### src/rtl/l2_pwrup_seq.sv
module l2_pwrup_seq #(
  parameter int CYCLES_PER_US = 4,
  parameter int SHORT_US      = 2,
  parameter int LONG_US       = 54,
  parameter int HS_COUNT      = 16
) (
  input  logic        clk,
  input  logic        rst,
  input  logic        start,
  input  logic        hs_sts,
  output logic [31:0] pwr_ctl,
  output logic [31:0] ovr_word,
  output logic [1:0]  clkbr,
  output logic        busy,
  output logic        done
);
  localparam int SHORT_CYC = SHORT_US * CYCLES_PER_US;
  localparam int LONG_CYC  = LONG_US * CYCLES_PER_US;
  localparam int CW        = $clog2(LONG_CYC + 1);

  localparam logic [31:0] B_ARR_HS  = 32'h1 << 0;
  localparam logic [31:0] B_SCU_HS  = 32'h1 << 1;
  localparam logic [31:0] B_CLAMP   = 32'h1 << 8;
  localparam logic [31:0] B_HS_EN   = 32'h1 << 9;
  localparam logic [31:0] B_HS_RST  = 32'h1 << 10;
  localparam logic [31:0] B_SYS_RST = 32'h1 << 12;
  localparam logic [31:0] B_SCU_CLP = 32'h1 << 14;
  localparam logic [31:0] B_ARR_CLP = 32'h1 << 15;
  localparam logic [31:0] B_SUPPLY  = 32'h1 << 28;
  localparam logic [31:0] CNT_FLD   = (32'(HS_COUNT) & 32'hFFF) << 16;
  localparam logic [31:0] B_DBG_OVR = 32'h1 << 22;

  localparam logic [31:0] FIRST_WORD = B_CLAMP | B_HS_EN | B_HS_RST | B_SYS_RST |
                                       B_SCU_CLP | B_ARR_CLP | CNT_FLD;

  localparam logic [CW-1:0] SHORT_LD = CW'(SHORT_CYC - 1);
  localparam logic [CW-1:0] LONG_LD  = CW'(LONG_CYC - 1);

  typedef enum logic [2:0] {
    IDLE, WAIT_A, OPEN_HS, WAIT_B, DROP_CLAMP, WAIT_C, WAIT_D
  } st_t;

  st_t          st;
  logic [CW-1:0] cnt;
  wire          expired = (cnt == '0);

  assign busy = (st != IDLE);

  always_ff @(posedge clk) begin
    if (rst) begin
      st       <= IDLE;
      cnt      <= '0;
      pwr_ctl  <= '0;
      ovr_word <= '0;
      clkbr    <= '0;
      done     <= 1'b0;
    end else begin
      done <= 1'b0;
      unique case (st)
        IDLE: if (start) begin
          if (hs_sts) begin
            done <= 1'b1;
          end else begin
            pwr_ctl  <= FIRST_WORD;
            ovr_word <= B_DBG_OVR;
            cnt      <= SHORT_LD;
            st       <= WAIT_A;
          end
        end
        WAIT_A: if (expired) begin
          pwr_ctl <= pwr_ctl & ~(B_SCU_CLP | B_ARR_CLP);
          st      <= OPEN_HS;
        end else cnt <= cnt - 1'b1;
        OPEN_HS: begin
          pwr_ctl <= pwr_ctl | B_ARR_HS | B_SCU_HS;
          cnt     <= SHORT_LD;
          st      <= WAIT_B;
        end
        WAIT_B: if (expired) begin
          clkbr[0] <= 1'b1;
          st       <= DROP_CLAMP;
        end else cnt <= cnt - 1'b1;
        DROP_CLAMP: begin
          pwr_ctl <= pwr_ctl & ~B_CLAMP;
          cnt     <= SHORT_LD;
          st      <= WAIT_C;
        end
        WAIT_C: if (expired) begin
          ovr_word <= ovr_word & ~B_DBG_OVR;
          pwr_ctl  <= pwr_ctl & ~(B_HS_RST | B_SYS_RST);
          cnt      <= LONG_LD;
          st       <= WAIT_D;
        end else cnt <= cnt - 1'b1;
        WAIT_D: if (expired) begin
          pwr_ctl  <= pwr_ctl | B_SUPPLY;
          clkbr[1] <= 1'b1;
          done     <= 1'b1;
          st       <= IDLE;
        end else cnt <= cnt - 1'b1;
        default: st <= IDLE;
      endcase
    end
  end
endmodule

### config.mk
export PLATFORM = sky130hd
export DESIGN_NAME = l2_pwrup_seq
export DESIGN_NICKNAME = d
export VERILOG_FILES = /design/src/rtl/l2_pwrup_seq.sv
export SDC_FILE = /design/constraint.sdc
export NUM_CORES = 1
export LEC_CHECK = 0
export BUFFER_PORTS_ARGS = -buffer_cell sky130_fd_sc_hd__buf_2
export CORE_AREA = 2 2 70 72
export DETAILED_ROUTE_END_ITERATION = 10
export DIE_AREA = 0 0 72 74
export MAX_ROUTING_LAYER = met4
export SLEW_MARGIN = 10
export SYNTH_ARGS = -nofsm -noshare
export SYNTH_HDL_FRONTEND = slang
export SYNTH_SLANG_ARGS = --single-unit
### constraint.sdc
create_clock -name clk -period 1.7 [get_ports clk]
set_input_delay 0.34 -clock clk [delete_from_list [all_inputs] [get_ports clk]]
set_output_delay 0.34 -clock clk [all_outputs]
set_load 0.02 [all_outputs]
# [Word-level counts from Yosys, hierarchy flattened]
# Index checks and enable logic that the tools add are counted.
[word_totals] ff_bits=78 input_bits=4 out_inout_bits=68
[classes] addsub=1 n_eq_ne=13 n_mux=26 bitwise_logic=6 n_reduce_logical=23
[ops] op="$pmux W32 S6" count=1
[ops] op="$mux W32" count=4
[ops] op="$pmux W32 S2" count=1
[ops] op="$mux W8" count=4
[ops] op="$pmux W8 S4" count=1
[ops] op="$reduce_and A8 Y1" count=4
[ops] op="$mux W29" count=1
[ops] op="$mux W23" count=1
[ops] op="$pmux W3 S7" count=1
[ops] op="$mux W3" count=6
[ops] op="$mux W16" count=1
[ops] op="$ne A2 B2 Y1 const B" count=7
[ops] op="$reduce_and A7 Y1" count=2
[ops] op="$mux W13" count=1
[ops] op="$reduce_and A4 Y1" count=3
[ops] op="$reduce_bool A2 Y1" count=5
[ops] op="$eq A3 B3 Y1 const B" count=3
[ops] op="$logic_not A8 Y1" count=1
[ops] op="$sub A8 B1 Y8 const B" count=1
[ops] op="$eq A3 B2 Y1 const B" count=2
[ops] op="$not A1 Y1" count=6
[ops] op="$reduce_and A6 Y1" count=1
[ops] op="$reduce_and A2 Y1" count=2
[ops] op="$reduce_bool A4 Y1" count=1
[ops] op="7 further kinds" count=9

# [Depth between registers and ports, before layout]
# Gate-level depths: netlist of run 1.
[logic_depth] depth_word=4 depth_mapped=6 mapped_depth_nobuf=6

# [Worst setup path after synthesis of run 1]
# OpenSTA, ideal clock, no wires.
[synth_timing] path_kind="register to register" startpoint="register cnt[0]" endpoint="register cnt[6]" setup_time_ns=0.119 arrival_ns=1.656 t_required_ns=1.581 setup_slack_ns=-0.075 stages_incl_launch_ff=7 synth_period_minus_slack_ns=1.775 path_cell_list="dfxtp_1 inv_1 ha_1 nor3b_1 nand3_1 and4_1 o221a_2"
[synth_via] elab_chain_cells=3 elab_cells_between_ends=7
[synth_rtl] element="start, declared" line_no="44" text="logic [CW-1:0] cnt;"
[synth_rtl] element="start signal, assigned" line_no="73" text="end else cnt <= cnt - 1'b1;"
[synth_rtl] element="start signal, assigned" line_no="82" text="end else cnt <= cnt - 1'b1;"
[synth_rtl] element="start signal, assigned" line_no="93" text="end else cnt <= cnt - 1'b1;"
[synth_rtl] element="$sub A8 B1 Y8 or $logic_not A8 Y1 (tied branches)"
[synth_rtl] element="$mux W8, or another cell as far along" line_no="70, 79, 94"
[synth_rtl] element="$pmux W8 S4 or $reduce_and A4 Y1 (tied branches)"
# Parallel ways exist; a longest one is shown, timed or not. The select of a mux whose other input is x is not followed.
# A chain may end at the register's enable or synchronous reset.

# [Final worst setup path of run 1]
[layout_timing] startpoint="register st[0]" endpoint="output port busy"
[layout_via] elab_chain_cells=1
[layout_rtl] element="start, declared" line_no="43" text="st_t st;"
[layout_rtl] element="start signal, assigned" line_no="51" text="st <= IDLE;"
[layout_rtl] element="start signal, assigned" line_no="67" text="st <= WAIT_A;"
[layout_rtl] element="start signal, assigned" line_no="72" text="st <= OPEN_HS;"
[layout_rtl] element="$reduce_bool A3 Y1" line_no="47" text="assign busy = (st != IDLE);"
[layout_rtl] element="end, declared" line_no="14" text="output logic busy,"
# Every way passes these cells.

==> flow_results.xml, run 1 <==
<?xml version="1.0" encoding="UTF-8"?>
<metrics>
  <group name="outcome">
    <metric name="status" unit="">completed</metric>
  </group>
  <group name="clock_network">
    <metric name="htree_num_levels" unit="">1</metric>
    <metric name="cts_tree" unit="">yes</metric>
    <metric name="cts.reportedPaths.clkPinSlew" unit="ns">0.08</metric>
    <metric name="cts.path.max_buffers" unit="">2</metric>
    <metric name="clock_insertion_delay_worst_skew" unit="ns">0.27</metric>
    <metric name="cts-buffers-inserted" unit="">3</metric>
    <metric name="ctsRootBufferMaster" unit="">clkbuf_8</metric>
    <metric name="cts_sinks" unit="">21</metric>
  </group>
  <group name="worst_setup_path">
    <metric name="timing.critical_path.cells" unit="">or3_4 -&gt; buf_4 -&gt; buf_2</metric>
    <metric name="slowest_delay" unit="ns">0.39</metric>
    <metric name="setup.worst_path.end_class" unit="">primary output</metric>
    <metric name="critical-path-top-delay-family" unit="">simple AND/OR/NAND/NOR gates</metric>
    <metric name="worst-setup-path-type" unit="">register to primary output</metric>
    <metric name="data_arrival_time_at_the_worst_slack_endpoint" unit="ns">1.32</metric>
    <metric name="cpMaxStageDelayCell" unit="">or3_4</metric>
    <metric name="crit_path_start_kind" unit="">register</metric>
    <metric name="critPathBufInv" unit="">2</metric>
    <metric name="cell_depth_of_the_worst_setup_path" unit="">3</metric>
    <metric name="path_max_fanout" unit="">6</metric>
    <metric name="crit_required" unit="ns">1.36</metric>
    <metric name="r2r.worst_path.cells" unit="">6</metric>
  </group>
  <group name="min_path">
    <metric name="timing.hold.worst.class" unit="">register to register</metric>
    <metric name="hold_depth" unit="">2</metric>
  </group>
  <group name="synthesis">
    <metric name="synth_largest_type_area_fraction" unit="%">27.4</metric>
    <metric name="postSynthRegisterBits" unit="">21</metric>
    <metric name="synth_area_per_cell" unit="µm²">8.27</metric>
    <metric name="synth_warnings" unit="">0</metric>
    <metric name="synthDominantAreaCellType" unit="">buf_4</metric>
    <metric name="post_synth_cell_types" unit="">42</metric>
    <metric name="yosysSeqAreaShare" unit="%">26.9</metric>
    <metric name="mappedNetlistArea" unit="µm²">1560</metric>
    <metric name="synthesis.instances" unit="">189</metric>
    <metric name="ys_top_cells_by_area" unit="">buf_4, dfxtp_1, a21oi_1</metric>
  </group>
  <group name="global_routing">
    <metric name="antenna_violations_before_repair" unit="">0</metric>
    <metric name="gr-usage-met1" unit="%">15.5</metric>
    <metric name="global_route.usage.met3" unit="%">1.36</metric>
    <metric name="grtUsageMet2" unit="%">19.0</metric>
    <metric name="groute.usage.overall" unit="%">11.9</metric>
    <metric name="global_route_wire_length_before_repair" unit="µm">4880</metric>
    <metric name="grt_pass1_vias" unit="">1066</metric>
    <metric name="overflow" unit="">0</metric>
    <metric name="grt_start_max_net_pins" unit="">21</metric>
    <metric name="grt-busiest-layer" unit="">met2</metric>
  </group>
  <group name="cells_and_area">
    <metric name="post_route_design_area" unit="µm²">1760</metric>
    <metric name="final_cell_mix" unit="">conb_1, buf_4, buf_2, dfxtp_1, a21oi_1</metric>
    <metric name="nets_final" unit="">227</metric>
    <metric name="num_antenna_cells" unit="">0</metric>
    <metric name="mostFrequentLayoutCell" unit="">conb_1</metric>
    <metric name="fillerInstances" unit="">483</metric>
    <metric name="post_route_cells_drive_above_1_share" unit="%">33.5</metric>
    <metric name="syn_to_final_growth" unit="%">12.3</metric>
  </group>
  <group name="power_and_ir_drop">
    <metric name="power_leakage" unit="nW">0.805</metric>
    <metric name="power_density" unit="nW/µm²">1230</metric>
    <metric name="vdd_ir_drop_max" unit="µV">392</metric>
  </group>
  <group name="floorplanning">
    <metric name="floorplan.rows" unit="">25</metric>
    <metric name="design.core.area" unit="µm²">4600</metric>
    <metric name="io_pins" unit="">72</metric>
    <metric name="design.die.area" unit="µm²">5330</metric>
    <metric name="die-width" unit="µm">72</metric>
    <metric name="initial_core_utilization" unit="%">34.0</metric>
    <metric name="die_height" unit="µm">74</metric>
  </group>
  <group name="run">
    <metric name="timing.max_cap.violations" unit="">0</metric>
  </group>
  <group name="placement">
    <metric name="hpwl" unit="µm">2350</metric>
    <metric name="placement.io_buffers" unit="">18</metric>
    <metric name="globalplace.congestion" unit="">0.832</metric>
    <metric name="placed_area" unit="µm²">1610</metric>
  </group>
  <group name="timing">
    <metric name="period_minus_slack" unit="ns">1.66</metric>
    <metric name="setup_viol" unit="">0</metric>
    <metric name="max_freq" unit="GHz">0.602</metric>
    <metric name="grt_setup_unrepaired" unit="">yes</metric>
    <metric name="final_max_slew_viol_count" unit="">0</metric>
    <metric name="whs" unit="ns">0.461</metric>
    <metric name="worst_clock_skew" unit="ns">0.00394</metric>
    <metric name="final.setup.tns" unit="ns">0</metric>
    <metric name="period_share" unit="%">97.7</metric>
    <metric name="hold_violations" unit="">0</metric>
  </group>
  <group name="route">
    <metric name="wl_per_cell" unit="µm">11.5</metric>
    <metric name="routed_wl" unit="µm">3170</metric>
    <metric name="detail_route.drc_violations" unit="">0</metric>
    <metric name="via_count" unit="">1245</metric>
    <metric name="iteration_0_drc_count_of_the_detailed_router" unit="">67</metric>
    <metric name="viasPerCell" unit="">4.53</metric>
    <metric name="antenna_left" unit="">0</metric>
    <metric name="firstDrtPassIters" unit="">4</metric>
  </group>
</metrics>
## cell families after synthesis
family / count (synthesis) / share of synthesized area (%)
simple gates: 46 / 18.2
fa+ha+maj: 2 / 1.44
other cells: 1 / 0.240
compound gates: 43 / 19.0
flops: 21 / 26.9
buf+inv: 73 / 32.2
mux: 1 / 0.960
xor+xnor: 2 / 1.12
## sequential cells by signal (all words and copies together) (netlist names)
register / count
clkbr: 2
ovr_word: 1
st: 3
done: 1
cnt: 8
pwr_ctl: 6
## timing repair
action                                  in CTS  in global routing
gates resized for setup                      5                 17
hold buffers                                 0                  0
endpoints found under the setup margin       5                 13
pin swaps                                    3                  3
buffers inserted                             1                  1
## synth_stat cells (all sizes together)
cell type and count:
or3 3, o211ai 3, xnor2 2, a2bb2oi 1, nand2b 2, a211oi 5, a311o 1, o221a 3
and3b 1, a31oi 5, buf 59, nor4 3, o21a 2, a21oi 13, mux2 1, nand3 5
o21ai 4, nand4 1, nor3 7, and2 1, nor3b 3, dfxtp 21, and4 1, o31ai 4
o21bai 1, o211a 1, or2 1, inv 8, or4 2, ha 1, conb 1, and3 1
nand2 6, maj3 1, clkbuf 6, nor2b 1, nor2 8
## worst paths after layout
kind	from	endpoint	slack (ns)
setup / recovery	st[0]	busy	0.04
hold / removal	clkbr[0]	clkbr[0]	0.46
hold reg to reg	clkbr[0]	clkbr[0]	0.46
setup reg to reg	cnt[1]	cnt[5]	0.05
## power breakdown
| group | total [W] | internal, W | switching (W) |
|---|---|---|---|
| logic | 0.00119 | 0.000544 | 0.000647 |
| clock network | 0.000342 | 0.000164 | 0.000179 |
| registers | 0.000631 | 0.000568 | 0.0000638 |
| total | 0.00216 | 0.00128 | 0.000889 |
## routing by layer
layer	share of wire, %	routed length [µm]	vias up
met5	0	0	-
met4	1.5	48	0
met3	5.8	183	4
met2	48	1520	54
met1	45	1420	573
li1	-	-	614
## worst register-to-register path: stages, from the launching register on
cell,delay [ns]
dfxtp_2,0.35
inv_2,0.05
ha_4,0.17
nor3b_4,0.17
and3_4,0.19
or4_4,0.47
a211oi_2,0.19
## through the flow
step           util [%]  setup slack (ns)  std cells  total power [W]
2_1_floorplan         -           0.00526        241          0.00142
3_3_place_gp       35.0           0.00824        269          0.00164
3_5_place_dp       35.0           -0.0207        269          0.00164
4_1_cts            36.7           -0.0120        274          0.00205
5_1_grt            38.2           -0.0334        275          0.00231
6_report           38.2            0.0385        275          0.00216
## layout make-up
type / count / area, µm² / area share, %
Timing Repair Buffer: 41 / 279 / 15.9
Sequential cell: 21 / 428 / 24.4
Inverter: 8 / 30.0 / 1.71
Multi-Input combinational cell: 147 / 905 / 51.5
Clock inverter: 1 / 5.00 / 0.285
Clock buffer: 3 / 41.3 / 2.35
Tap cell: 54 / 67.6 / 3.85
Power figures use the tool's default switching activity.
==> inputs of run 2 (changes only) <==
Settings changed: CTS_BUF_LIST set to sky130_fd_sc_hd__clkbuf_4.
==> flow_results.xml, run 2 (synthesis results as in run 1) <==
<?xml version="1.0" encoding="UTF-8"?>
<metrics>
  <group name="route">
    <metric name="iteration_0_drc_count_of_the_detailed_router" unit="">132</metric>
    <metric name="wl_per_cell" unit="µm">11.8</metric>
    <metric name="firstDrtPassIters" unit="">4</metric>
    <metric name="routed_wl" unit="µm">3280</metric>
    <metric name="viasPerCell" unit="">4.58</metric>
    <metric name="antenna_left" unit="">0</metric>
    <metric name="via_count" unit="">1274</metric>
    <metric name="detail_route.drc_violations" unit="">0</metric>
  </group>
  <group name="timing">
    <metric name="fin_ws" unit="ns">-0.00596</metric>
    <metric name="hold_violations" unit="">0</metric>
    <metric name="final_max_slew_viol_count" unit="">0</metric>
    <metric name="period_share" unit="%">100</metric>
    <metric name="period_minus_slack" unit="ns">1.71</metric>
    <metric name="max_freq" unit="GHz">0.586</metric>
    <metric name="grt_setup_unrepaired" unit="">yes</metric>
    <metric name="worst_clock_skew" unit="ns">0.00866</metric>
    <metric name="setup_viol" unit="">1</metric>
  </group>
  <group name="run">
    <metric name="timing.max_cap.violations" unit="">0</metric>
  </group>
  <group name="clock_network">
    <metric name="htree_num_levels" unit="">1</metric>
    <metric name="cts_tree" unit="">yes</metric>
    <metric name="cts-buffers-inserted" unit="">3</metric>
    <metric name="clock_insertion_delay_worst_skew" unit="ns">0.33</metric>
    <metric name="cts.path.max_buffers" unit="">2</metric>
    <metric name="ctsRootBufferMaster" unit="">clkbuf_4</metric>
    <metric name="cts.reportedPaths.clkPinSlew" unit="ns">0.13</metric>
    <metric name="cts_sinks" unit="">21</metric>
    <metric name="postCtsHoldBufs" unit="">0</metric>
  </group>
  <group name="floorplanning">
    <metric name="design.core.area" unit="µm²">4600</metric>
    <metric name="io_pins" unit="">72</metric>
    <metric name="floorplan.rows" unit="">25</metric>
    <metric name="initial_core_utilization" unit="%">34.0</metric>
    <metric name="design.die.area" unit="µm²">5330</metric>
    <metric name="die_height" unit="µm">74</metric>
    <metric name="die-width" unit="µm">72</metric>
  </group>
  <group name="cells_and_area">
    <metric name="mostFrequentLayoutCell" unit="">conb_1</metric>
    <metric name="fillerInstances" unit="">478</metric>
    <metric name="num_antenna_cells" unit="">0</metric>
    <metric name="biggestRegsByFlops" unit="">cnt (8), pwr_ctl (6), st (3)</metric>
    <metric name="multi_input_comb_area" unit="µm²">926</metric>
    <metric name="register_area" unit="µm²">429</metric>
    <metric name="final_cell_mix" unit="">conb_1, buf_4, buf_2, dfxtp_1, a21oi_1</metric>
    <metric name="nets_final" unit="">230</metric>
    <metric name="largest_register_ffs" unit="">8</metric>
    <metric name="post_route_cells_drive_above_1_share" unit="%">35.7</metric>
    <metric name="largest_register" unit="">cnt</metric>
    <metric name="syn_to_final_growth" unit="%">14.1</metric>
  </group>
  <group name="power_and_ir_drop">
    <metric name="vdd_ir_drop_max" unit="µV">286</metric>
    <metric name="total_power" unit="W">0.00212</metric>
    <metric name="power_leakage" unit="nW">0.816</metric>
    <metric name="power_density" unit="nW/µm²">1190</metric>
  </group>
  <group name="min_path">
    <metric name="timing.hold.worst.class" unit="">input pin to register</metric>
    <metric name="hp_start" unit="">rst</metric>
  </group>
  <group name="worst_setup_path">
    <metric name="crit_required" unit="ns">1.36</metric>
    <metric name="crit_path_start_kind" unit="">register</metric>
    <metric name="source_of_the_critical_timing_path" unit="">st[0]</metric>
    <metric name="path_max_fanout" unit="">4</metric>
    <metric name="setup.worst_path.end_class" unit="">primary output</metric>
    <metric name="data_arrival_time_at_the_worst_slack_endpoint" unit="ns">1.37</metric>
    <metric name="worst-setup-path-type" unit="">register to primary output</metric>
    <metric name="source_of_the_worst_register_to_register_timing_path" unit="">cnt[1]</metric>
  </group>
  <group name="placement">
    <metric name="hpwl" unit="µm">2350</metric>
    <metric name="placement.io_buffers" unit="">18</metric>
    <metric name="pre_cts_slack" unit="ns">-0.0207</metric>
    <metric name="globalplace.congestion" unit="">0.832</metric>
  </group>
  <group name="global_routing">
    <metric name="antenna_violations_before_repair" unit="">0</metric>
    <metric name="grt_pass1_vias" unit="">1090</metric>
    <metric name="global_route_wire_length_before_repair" unit="µm">4980</metric>
    <metric name="groute.usage.overall" unit="%">12.1</metric>
    <metric name="grt_start_max_net_pins" unit="">21</metric>
    <metric name="overflow" unit="">0</metric>
  </group>
  <group name="outcome">
    <metric name="violations" unit="">setup timing</metric>
    <metric name="status" unit="">finished with violations</metric>
  </group>
</metrics>
run 2: cell count changes in the layout (fill, tap and decap cells not counted), sizes merged:
cell  delta
buf      +3
run 2: per-layer routing:
layer	GRT usage, %	share of wire (%)	vias to the layer above	wire length (µm)
met2	18.9	47	61	1540
met3	0.949	5.9	9	194
met1	16.2	44	582	1450
met4	5.24	2.7	0	87
li1	-	-	622	-
met5	-	0	-	0
run 2: critical path, stage by stage, from the launching register on:
cell and delay, ns:
dfxtp_4 0.38, or3_4 0.41, buf_6 0.14, buf_6 0.12
run 2: repair_timing:
| item | CTS | global route |
|---|---|---|
| setup buffers | 5 | 0 |
| gates resized for setup | 11 | 19 |
| endpoints found under the setup margin | 5 | 11 |
| pin swaps | 2 | 5 |
run 2: final timing paths:
kind | end | slack (ns) | cells after the start
worst max-delay path | busy | -0.006 | 3
worst max register to register | clkbr[0] | 0.03 | 7
worst min-delay path | pwr_ctl[20] | 0.42 | 2
worst min register to register | clkbr[0] | 0.47 | 2
run 2: area by class of cell:
type                            count  share of cell area (%)
Multi-Input combinational cell    147                    51.9
Sequential cell                    21                    24.1
Timing Repair Buffer               44                    17.0
Tap cell                           54                    3.79
Inverter                            8                    1.68
Clock buffer                        3                    1.26
Clock inverter                      1                   0.281
run 2: report_power, final:
part	leakage, nW	internal (W)	switching (W)	total, W
sequential	0.174	0.000568	0.0000603	0.000628
clock	0.0177	0.0000884	0.000178	0.000267
combinational	0.624	0.000557	0.000668	0.00123
total	0.816	0.00121	0.000907	0.00212
run 2: through the flow:
step                      cell area, µm²  cells  hold slack [ns]  util, %  setup TNS [ns]
after floorplan                     1770    241            0.462        -               0
after global routing                1780    278            0.440     38.8          -0.193
after detailed placement            1610    269            0.450     35.0         -0.0305
after global placement              1610    269            0.446     35.0               0
final                               1780    278            0.424     38.8        -0.00596
after CTS                           1710    278            0.406     37.2         -0.0248
